`config.mk`:
```
export PLATFORM = sky130hd
export DESIGN_NAME = prioArbiter
export DESIGN_NICKNAME = d
export VERILOG_FILES = /design/src/rtl/arb_pkg.sv /design/src/rtl/arbControl.sv /design/src/rtl/arbOwnerPath.sv /design/src/rtl/prioArbiter.sv
export SDC_FILE = /design/constraint.sdc
export NUM_CORES = 1
export LEC_CHECK = 0
export ABC_AREA = 1
export ABC_CLOCK_PERIOD_IN_PS = 800
export BUFFER_PORTS_ARGS = -buffer_cell sky130_fd_sc_hd__buf_4
export CAP_MARGIN = 20
export CORE_AREA = 2 2 39 41
export CTS_CLUSTER_SIZE = 14
export DETAILED_ROUTE_END_ITERATION = 8
export DIE_AREA = 0 0 41 43
export PLACE_DENSITY = 0.3
export SLEW_MARGIN = 5
export SYNTH_ARGS = -nofsm -noshare
export SYNTH_HDL_FRONTEND = slang
export SYNTH_SLANG_ARGS = --single-unit
```
`constraint.sdc`:
```
create_clock -name clk -period 0.8 [get_ports clk]
set_input_delay 0.08 -clock clk [delete_from_list [all_inputs] [get_ports clk]]
set_output_delay 0.08 -clock clk [all_outputs]
set_load 0.1 [all_outputs]
```
`src/rtl/arb_pkg.sv`:
```
package arb_pkg;
  parameter int ARB_REQS = 3;
  localparam int OWNER_W = $clog2(ARB_REQS + 1);

  typedef logic [OWNER_W-1:0] owner_t;
  localparam owner_t OWNER_IDLE = '0;

  // strobes from control to the owner datapath
  typedef struct packed {
    logic   dropOwner;  // current owner released: return to idle
    logic   grantNew;   // idle and a winner was chosen
    owner_t winner;     // owner code to load when grantNew
  } arbStrobe_t;
endpackage

```
`src/rtl/arbControl.sv`:
```
module arbControl
  import arb_pkg::*;
(
  input  logic [ARB_REQS-1:0] reqLines,
  input  logic [ARB_REQS-1:0] grantVec,
  output arbStrobe_t          strobe
);
  logic isIdle;
  logic ownerStillWants;

  assign isIdle          = (grantVec == '0);
  assign ownerStillWants = |(reqLines & grantVec);

  always_comb begin
    strobe = '0;
    if (isIdle) begin
      // scan from lowest priority up so the highest priority wins
      for (int i = ARB_REQS - 1; i >= 0; i--) begin
        if (reqLines[i]) begin
          strobe.grantNew = 1'b1;
          strobe.winner   = owner_t'(i + 1);
        end
      end
    end else begin
      strobe.dropOwner = !ownerStillWants;
    end
  end
endmodule

```
`src/rtl/arbOwnerPath.sv`:
```
module arbOwnerPath
  import arb_pkg::*;
(
  input  logic                clk,
  input  logic                rst,
  input  arbStrobe_t          strobe,
  output logic [ARB_REQS-1:0] grantVec
);
  owner_t ownerQ;

  always_ff @(posedge clk) begin
    if (rst)                   ownerQ <= OWNER_IDLE;
    else if (strobe.dropOwner) ownerQ <= OWNER_IDLE;
    else if (strobe.grantNew)  ownerQ <= strobe.winner;
  end

  for (genvar g = 0; g < ARB_REQS; g++) begin : gDecode
    assign grantVec[g] = (ownerQ == owner_t'(g + 1));
  end
endmodule

```
`src/rtl/prioArbiter.sv`:
```
module prioArbiter
  import arb_pkg::*;
(
  input  logic                clk,
  input  logic                rst,
  input  logic [ARB_REQS-1:0] req,
  output logic [ARB_REQS-1:0] grant
);
  arbStrobe_t strobe;
  logic [ARB_REQS-1:0] grantVec;

  arbControl uCtrl (
    .reqLines (req),
    .grantVec (grantVec),
    .strobe   (strobe)
  );

  arbOwnerPath uPath (
    .clk      (clk),
    .rst      (rst),
    .strobe   (strobe),
    .grantVec (grantVec)
  );

  assign grant = grantVec;
endmodule

```
-- Word level (Yosys, flattened, before mapping)
Cells that the tools add are included.
Widths: inputs -> output; s select.
- bits in registers: 2
- bits in latches: 0
- memory bits (writable): 0
- bits in read-only memories: 0
- input port bits: 5
- output and inout bits: 3
- logic and storage cells: 14
- memories kept: 0
- $add $sub $neg: 0
- multipliers: 0
- div/mod/pow operators: 0
- order comparisons: 0
- equality and inequality tests: 3
- shifts and indexed selects: 0
- multiplexer cells: 5
- bitwise gates (word level): 1
- reduce and logical (&&, ||, !) cells: 4
- operators with widths (kind ; count):
    $mux 3 ; 4
    $eq 2x2->1 const B ; 2
    $and 3x3->3 ; 1
    $logic_not 3->1 ; 1
    $reduce_or 3->1 ; 1
    $eq 2x1->1 const B ; 1
    $reduce_or 2->1 ; 1
    $logic_not 1->1 ; 1
    $mux 1 ; 1

-- Depth between registers and ports, before layout
Gate-level depths: netlist of the first run.
- word-level depth: 6
- gate-level depth with buffers: 6
- gate-level depth less buffers: 6

-- Cells and area by module
Synthesis of the first run repeated with hierarchy kept, for this count alone.
- cell total of the unflattened synthesis: 40
- area, all modules: 192.7 um^2
- by module, submodules not included (module ; instances ; cells an instance ; area each (um^2) ; sequential area each (um^2)):
    arbOwnerPath ; 1 ; 19 ; 111.4 ; 40.0
    arbControl ; 1 ; 21 ; 81.3 ; 0.0

-- Worst setup path before layout of the first run
No wires, ideal clock.
- path kind: reg-to-output
- start point: register uPath.ownerQ[1]
- end point: output grant[1]
- arrival time: 1700 ps
- data required time: 720 ps
- setup slack: -980 ps
- cell stages (with the launch flop): 3
- buffers on the path: 0
- cells stage by stage: dfxtp_1 > inv_1 > nor2_1
- word-level cells in the longest chain between the ends: 1
- RTL lines (element ; line ; text):
    from (decl) ; arbOwnerPath.sv:9 ; owner_t ownerQ;
    from (signal assigned) ; arbOwnerPath.sv:14 ; else if (strobe.grantNew) ownerQ <= strobe.winner;
    $eq 2x2->1 ; arbOwnerPath.sv:18 ; assign grantVec[g] = (ownerQ == owner_t'(g + 1));
    to (decl) ; prioArbiter.sv:7 ; output logic [ARB_REQS-1:0] grant
No other way between the ends.

-- Final worst setup path of the first run
- start point: register uPath.ownerQ[0]
- end point: output grant[2]
Same word-level chain as after synthesis.

==> flow_summary.yaml, run 1 <==
status:
  status: "complete, but fails checks"
  violations: "negative setup slack"
clock_network:
  clk_latency_ns: 0.22
  htreeDepth: 1
  postCtsHoldBufs: 0
  path_clk_slew_ns: 0.03
  clk_path_buf_depth: 2
  numCtsBuffers: 3
  cts-root-buf: "clkbuf_4"
  clkSinkCount: 2
  cts_tree: "yes"
drt:
  totalWireLength_um: 453
  wl_per_cell_um: 8.547
  dr_wl_met3_um: 42
  drt_first_pass_iters: 2
  wl_met1_um: 155
  drc: 0
  vias: 188
  via_per_inst: 3.547
  wl_met2_um: 255
  ant_nets: 0
  drt_iter0_drc: 2
  top_layer: "met3"
global_route:
  grt_start_max_net_pins: 6
  grt_usage_pct: 6.814
  grt_pass1_wl_um: 724
  grt_pass1_vias: 187
  antenna_found_initial: 0
  overflow: 0
synthesis:
  yosys_register_bits: 2
  synthCells: 24
  post_synth_instance_area_um2: 132.6
  ys_seq_area_share_pct: 30.19
  ys_warn_count: 0
  synth_fa_ha_area_share_pct: 0
  yosys.area_share.xor_xnor_pct: 0
  synth-simple-area-share_pct: 38.68
  avgSynthCellArea_um2: 5.526
  synth_top_family_by_area: "simple AND/OR/NAND/NOR gates"
  synth.area.mux_share_pct: 0
  synth_cell_types: 8
  synth_nets: 29
  synth_compound_area_share_pct: 14.15
setup_path:
  path_max_fanout: 5
  crit_family: "flip-flops"
  crit_type: "flip-flop to primary output"
  cp_data_arrival_time_ns: 0.94
  crit_buf_inv: 2
  crit_chain: "nand2_2 > clkinvlp_4 > buf_12"
  critical-path-slowest-cell: "dfxtp_4"
  rr_startpoint: "uPath.ownerQ[1]"
  slowest_delay_ns: 0.36
  cp-startpoint: "uPath.ownerQ[0]"
  cp-end-kind: "primary output"
  cp-start-kind: "flip-flop"
  cp.required_ns: 0.72
sta:
  period_needed_ns: 1.018
  hold_viol_final: 0
  fmax_mhz: 982.6
  fin_crit_sh_pct: 127.2
  rsz0062_at_grt: "yes"
  finClkSkew_ns: 0.003460
  slew_headroom_pct: 91.48
  drv_slew: 0
  tightestPinTransition_ns: 0.1277
  layout_setup_ws_ns: -0.2177
  holdWs_ns: 0.08874
  finalSetupViolCount: 5
cells_and_area:
  diodes: 0
  largest_reg_flops: 2
  final-seq-area_um2: 47.55
  num-fill-cells: 159
  multi_input_area_um2: 110.1
  layout-drive-gt1-share_pct: 78.38
  top_regs: "uPath.ownerQ x2"
  area_growth_pct: 165.1
  top_register: "uPath.ownerQ"
  final_nets: 44
  post-route-util_pct: 25.41
floorplan:
  fp-row-count: 14
  coreArea_mm2: 0.001384
  dieArea_mm2: 0.001763
  initial_core_util_pct: 9.584
  die_h_um: 43
  die_w_um: 41
  io_pins: 8
power:
  pwr-share-clk_pct: 31.8
  combPwrFrac_pct: 47.1
  powerDensity_mw_per_mm2: 1986
  ir_drop_v: 0.0005551
  sw_frac_of_total_pct: 40.13
  p_seq_share_pct: 21.0
  power_leakage_nw: 0.1531
  finalPower_mw: 0.6984
  p_sw_mw: 0.2802
  internal_power_mw: 0.4181
place:
  pre_cts_ws_ns: -0.09952
  gp_congestion: 0.6554
  io_buffers: 7
min_path:
  hold_start: "rst"
  hp-class: "input port to flip-flop"
run:
  drv_cap: 0
==> cells in the mapped netlist <==
library cell / number / share of area [%]
nor2_1: 5 / 14
a21oi_1: 1 / 3.8
inv_1: 6 / 17
o21ai_2: 1 / 6.6
o21ai_0: 1 / 3.8
dfxtp_1: 2 / 30
nand2_1: 6 / 17
nand3_1: 2 / 7.5
==> layout by cell type, fill, tap and decap left out <==
cell | synthesis | final
o21ai_2 | 1 | 1
nor2_1 | 5 | 2
dfxtp_4 | 0 | 2
buf_12 | 0 | 3
a21oi_1 | 1 | 1
buf_6 | 0 | 2
nand3_2 | 0 | 2
inv_4 | 0 | 2
clkbuf_4 | 0 | 3
o21ai_1 | 0 | 1
inv_1 | 6 | 3
nor2_2 | 0 | 1
nand2_2 | 0 | 5
buf_4 | 0 | 5
clkinvlp_4 | 0 | 1
nand2_1 | 6 | 1
nor2_4 | 0 | 2
==> through the flow <==
stage | cells | TNS (ns) | cell area, um2
CTS | 53 | -0.8819 | 331.6
finish | 53 | -0.8053 | 351.6
global route | 53 | -1.027 | 351.6
floorplan | 24 | -0.5014 | 163.9
detailed placement | 47 | -0.3746 | 236.5
global placement | 47 | -0.3263 | 236.5
==> final timing paths <==
check | to | slack (ns) | depth (start not counted)
hold reg to reg | uPath.ownerQ[1] | 0.67 | 3
setup reg to reg | uPath.ownerQ[1] | -0.09 | 6
setup / recovery | grant[2] | -0.22 | 3
hold / removal | uPath.ownerQ[0] | 0.09 | 4
==> cell type report <==
type	instances	share of cell area, %
inverter	6	8.897
tap	16	5.694
sequential	2	13.52
clock buffer	3	6.406
timing repair buffer	10	34.16
multi-input combinational	16	31.32
==> power by group through the flow <==
stage          clock (mW)  sequential, mW  combinational [mW]
6_report            0.222           0.147               0.329
3_5_place_dp            0           0.150               0.229
5_1_grt             0.250           0.149               0.348
3_3_place_gp            0           0.150               0.227
2_1_floorplan           0           0.143               0.179
4_1_cts             0.239           0.147               0.312
==> worst reg2reg max path: cells and delay by family (launching register included) <==
| family | cells | cell delay, ns |
|---|---|---|
| flip-flops | 1 | 0.38 |
| AND/OR/NAND/NOR | 5 | 0.27 |
| buffers and inverters | 1 | 0.12 |
==> timing repair <==
item	CTS	global route
buffers inserted	3	0
cloned	0	0
resized for setup	14	6
pin swaps	6	3
endpoints found under the setup margin	5	5
==> cells by family after synthesis <==
| family | after synthesis |
|---|---|
| and+or+nand+nor | 13 |
| buffers and inverters | 6 |
| AOI/OAI and AO/OA | 3 |
| DFF | 2 |
==> layer usage <==
metal | up-vias | global-route usage (%)
li1 | 98 | -
met1 | 82 | 6.709
met2 | 8 | 8.750
met3 | 0 | 5.236
met4 | 0 | 6.000
met5 | - | 0
Power figures use the tool's default switching activity.
==> inputs of run 2 (changes only) <==
--- a/config.mk
+++ b/config.mk
@@ -6,7 +6,7 @@
 export NUM_CORES = 1
 export LEC_CHECK = 0
 export ABC_AREA = 1
-export ABC_CLOCK_PERIOD_IN_PS = 800
+export ABC_CLOCK_PERIOD_IN_PS = 1200
 export BUFFER_PORTS_ARGS = -buffer_cell sky130_fd_sc_hd__buf_4
 export CAP_MARGIN = 20
 export CORE_AREA = 2 2 39 41
==> constraint.sdc (replaced) <==
create_clock -name clk -period 1.2 [get_ports clk]
set_input_delay 0.12 -clock clk [delete_from_list [all_inputs] [get_ports clk]]
set_output_delay 0.12 -clock clk [all_outputs]
set_load 0.1 [all_outputs]
==> run 2 against run 1 <==
Net effect: the flow now finishes without violations; power fell by 44%; non-clock buffer count fell by 3; global-route usage fell by 1.0 points; register-to-register slack improved by 0.45 ns; final cell count fell by 5.7%; final area fell by 28%; die area did not move; combinational power fell by 53%; highest routed layer unchanged.
==> flow_summary.yaml, run 2 (same netlist as run 1, synthesis figures left out) <==
drt:
  drt_first_pass_iters: 4
  drc: 0
  totalWireLength_um: 331
  via_per_inst: 3.320
  vias: 166
  wl_per_cell_um: 6.620
  ant_nets: 0
  drt_iter0_drc: 6
global_route:
  grt_start_max_net_pins: 7
  antenna_found_initial: 0
  overflow: 0
  grt_pass1_vias: 178
  grt_usage_pct: 5.812
  grt_pass1_wl_um: 627
run:
  drv_cap: 0
clock_network:
  numCtsBuffers: 3
  clk_latency_ns: 0.22
  htreeDepth: 1
  postCtsHoldBufs: 0
  cts_resized: 5
  path_clk_slew_ns: 0.03
  cts-root-buf: "clkbuf_4"
  clkSinkCount: 2
  cts_setup_buffers: 0
  clk_path_buf_depth: 2
  cts_tree: "yes"
setup_path:
  path_max_fanout: 6
  cp_data_arrival_time_ns: 0.99
  reg2reg_depth: 5
  cp-end-kind: "primary output"
  critical-path-slowest-cell: "dfxtp_2"
  crit_type: "flip-flop to primary output"
  cp.required_ns: 1.08
  rr_startpoint: "uPath.ownerQ[1]"
  critPathCapture: "grant[1]"
  r2r_slack_ns: 0.36
  cp.depth: 3
  crit_chain: "inv_1 > nor2_2 > buf_12"
  cp-start-kind: "flip-flop"
  rr_endpoint: "uPath.ownerQ[0]"
  cp-startpoint: "uPath.ownerQ[1]"
  crit_buf_inv: 2
  crit_family: "flip-flops"
  slowest_delay_ns: 0.36
sta:
  fin_crit_sh_pct: 92.71
  finClkSkew_ns: 0.001633
  finalSetupViolCount: 0
  setup-tns-final_ns: 0
  holdWs_ns: 0.1430
  tightestPinTransition_ns: 0.2768
  period_needed_ns: 1.112
  hold_viol_final: 0
  fmax_mhz: 898.9
  drv_slew: 0
  rsz0062_at_grt: "no"
  slew_headroom_pct: 81.70
power:
  internal_power_mw: 0.2360
  pwr-share-clk_pct: 37.5
  p_sw_mw: 0.1544
  powerDensity_mw_per_mm2: 1552
  sw_frac_of_total_pct: 39.55
  ir_drop_v: 0.0002409
  power_leakage_nw: 0.1345
  p_seq_share_pct: 23.1
  combPwrFrac_pct: 39.4
place:
  hpwl_um: 270
  gp_congestion: 0.5678
  io_buffers: 7
floorplan:
  die_h_um: 43
  io_pins: 8
  die_w_um: 41
  fp-row-count: 14
  initial_core_util_pct: 9.584
  dieArea_mm2: 0.001763
  coreArea_mm2: 0.001384
cells_and_area:
  layout-drive-gt1-share_pct: 44.12
  top_register: "uPath.ownerQ"
  diodes: 0
  final_nets: 41
  top_regs: "uPath.ownerQ x2"
  area_growth_pct: 89.62
  largest_reg_flops: 2
  final_cell_mix: "inv_1, nand2_1, buf_4, nor2_1, clkbuf_4"
status:
  status: "finished, final reports clean"
min_path:
  hp-class: "input port to flip-flop"
## run 2: worst min-delay path by stage
stage | slack [ns] | from | endpoint | cells past startpoint
after floorplan | 0.29 | rst | uPath.ownerQ[0] | 3
after global placement | 0.38 | rst | uPath.ownerQ[1] | 4
after detailed placement | 0.38 | rst | uPath.ownerQ[1] | 4
after CTS | 0.13 | rst | uPath.ownerQ[1] | 4
after global routing | 0.17 | rst | uPath.ownerQ[1] | 4
final | 0.14 | rst | uPath.ownerQ[1] | 4
## run 2: layout make-up
cell class / instances / area (um2)
Inverter: 6 / 22.52
Multi-Input combinational cell: 16 / 75.07
Tap cell: 16 / 20.02
Timing Repair Buffer: 7 / 68.82
Sequential cell: 2 / 42.54
Clock buffer: 3 / 22.52
Fill cell: 166 / 1132
## run 2: worst reg2reg max path, stage by stage, from the launching register on
cell and delay (ns):
dfxtp_2 0.36, inv_1 0.09, nand2_1 0.06, nand3_1 0.08, nand2_1 0.08, nor2_1 0.04
## run 2: layer usage
layer | vias to the layer above | routed length (um) | GRT usage, %
li1 | 92 | - | -
met1 | 69 | 145 | 6.070
met2 | 5 | 158 | 7.500
met3 | 0 | 27 | 3.141
met4 | 0 | 0 | 6.000
met5 | - | 0 | 0
## run 2: per-stage QoR
step,instances,total power [mW],util (%),cell area (um2),setup WS [ns]
CTS,50,0.4013,18.08,250.2,0.01861
global placement,47,0.2303,15.19,210.2,0.2069
floorplan,24,0.1950,-,137.6,-0.1810
finish,50,0.3904,18.17,251.5,0.08752
global route,50,0.4240,18.17,251.5,0.01773
detailed placement,47,0.2296,15.19,210.2,0.1898
## run 2: power by group through the flow
stage	Combinational, mW	Clock, mW	Sequential [mW]
6_report	0.154	0.146	0.0902
3_3_place_gp	0.141	0	0.0890
5_1_grt	0.167	0.164	0.0936
3_5_place_dp	0.140	0	0.0893
2_1_floorplan	0.109	0	0.0865
4_1_cts	0.155	0.157	0.0891
==> inputs of run 3 (changes only) <==
==> constraint.sdc (replaced) <==
create_clock -name clk -period 1.2 [get_ports clk]
set_input_delay 0.18 -clock clk [delete_from_list [all_inputs] [get_ports clk]]
set_output_delay 0.18 -clock clk [all_outputs]
set_load 0.1 [all_outputs]
==> run 3 against run 2 <==
Net effect: global-route usage fell by 0.81 points; highest routed layer unchanged; sequential cell count unchanged; final area increased by 8.5%; first-iteration DRC count is the same; sequential power increased by 0.6%; via count is 1.2% lower; wire length rose by 0.30%; critical path type unchanged; final cell count unchanged; worst setup slack worse by 0.032 ns; power is 3.9% higher; die area did not move.
==> flow_summary.yaml, run 3 (same netlist as run 1, synthesis figures left out) <==
power:
  ir_drop_v: 0.0004516
  p_seq_share_pct: 22.4
  pwr-share-clk_pct: 36.1
  finalPower_mw: 0.4057
  sw_frac_of_total_pct: 39.12
  power_leakage_nw: 0.1276
  p_sw_mw: 0.1587
  combPwrFrac_pct: 41.5
  powerDensity_mw_per_mm2: 1487
  internal_power_mw: 0.2470
cells_and_area:
  final_nets: 41
  diodes: 0
  layout-drive-gt1-share_pct: 50.00
  stdcell_count: 50
  area_growth_pct: 105.7
  final_cell_mix: "nand2_1, inv_1, buf_4, nor2_1, clkbuf_4"
  num-fill-cells: 158
  top_regs: "uPath.ownerQ x2"
  largest_reg_flops: 2
  finish.instance_area_um2: 272.8
  top_register: "uPath.ownerQ"
  final_common_cell: "nand2_1"
drt:
  vias: 164
  wl_per_cell_um: 6.640
  drt_first_pass_iters: 2
  drc: 0
  drt_iter0_drc: 6
  totalWireLength_um: 332
  ant_nets: 0
  via_per_inst: 3.280
floorplan:
  die_w_um: 41
  fp-row-count: 14
  die_h_um: 43
  io_pins: 8
  initial_core_util_pct: 9.584
  dieArea_mm2: 0.001763
  coreArea_mm2: 0.001384
clock_network:
  path_clk_slew_ns: 0.03
  cts-root-buf: "clkbuf_4"
  clk_path_buf_depth: 2
  clkSinkCount: 2
  htreeDepth: 1
  numCtsBuffers: 3
  cts_tree: "yes"
  cts_setup_buffers: 0
  clk_latency_ns: 0.22
  postCtsHoldBufs: 0
setup_path:
  cp_data_arrival_time_ns: 0.96
  crit_type: "flip-flop to primary output"
  cp-start-kind: "flip-flop"
  crit_chain: "inv_2 > nor2_2 > buf_12"
  path_max_fanout: 6
  reg2reg_depth: 4
  slowest_delay_ns: 0.36
  cp-end-kind: "primary output"
  cp.required_ns: 1.02
  critical-path-slowest-cell: "dfxtp_4"
place:
  gp_congestion: 0.6142
  hpwl_um: 271.4
  io_buffers: 7
  dpl_cell_area_um2: 214.0
  pre_cts_ws_ns: 0.1315
  dpl.cell_count: 47
global_route:
  grt_pass1_wl_um: 531
  grt_pass1_vias: 143
  overflow: 0
  antenna_found_initial: 0
  grt_usage_pct: 5.005
  grt_start_max_net_pins: 7
min_path:
  holdPathStages: 4
  hp-class: "input port to flip-flop"
sta:
  drv_slew: 0
  holdWs_ns: 0.1994
  slew_headroom_pct: 86.83
  finClkSkew_ns: 0.002023
  tightestPinTransition_ns: 0.1954
  finalSetupViolCount: 0
  fmax_mhz: 873.9
  layout_setup_ws_ns: 0.05571
  fin_crit_sh_pct: 95.36
  period_needed_ns: 1.144
  hold_viol_final: 0
  rsz0062_at_grt: "no"
run:
  drv_cap: 0
status:
  status: "finished, final reports clean"
==> run 3: final timing paths <==
path         slack (ns)             from         endpoint
min                0.20              rst  uPath.ownerQ[1]
max                0.06  uPath.ownerQ[1]         grant[1]
max reg2reg        0.35  uPath.ownerQ[0]  uPath.ownerQ[0]
min reg2reg        0.54  uPath.ownerQ[1]  uPath.ownerQ[1]
==> run 3: timing repair <==
action,in CTS,in global routing
endpoints found under the setup margin,3,3
pin swaps,0,1
resized for setup,7,5
==> run 3: cell type report <==
cell class	count	area (um2)	area share, %
Tap cell	16	20.02	7.339
Multi-Input combinational cell	16	75.07	27.52
Sequential cell	2	47.55	17.43
Timing Repair Buffer	7	81.33	29.82
Inverter	6	26.28	9.633
Clock buffer	3	22.52	8.257
==> run 3: critical path: cells and delay by family, from the launching register on <==
| family | cells | cell delay [ns] |
|---|---|---|
| AND/OR/NAND/NOR | 1 | 0.14 |
| buffers and inverters | 2 | 0.24 |
| flip-flops | 1 | 0.36 |
==> run 3: routing by layer <==
metal  routed length (um)  global-route usage (%)
met3                   37                   6.283
met5                    0                       0
met2                  132                   4.688
met1                  162                   6.369
met4                    0                   2.000
==> run 3: power groups by stage <==
stage | clock (mW) | sequential, mW | combinational [mW]
finish | 0.147 | 0.0907 | 0.168
CTS | 0.155 | 0.0905 | 0.158
global route | 0.165 | 0.0930 | 0.180
detailed placement | 0 | 0.0895 | 0.142
global placement | 0 | 0.0899 | 0.142
floorplan | 0 | 0.0865 | 0.110
==> run 3: metrics by stage <==
| stage | setup TNS, ns | util (%) |
|---|---|---|
| floorplan | -0.4662 | - |
| detailed placement | 0 | 15.46 |
| finish | 0 | 19.71 |
| global route | 0 | 19.71 |
| CTS | 0 | 18.72 |
| global placement | 0 | 15.46 |
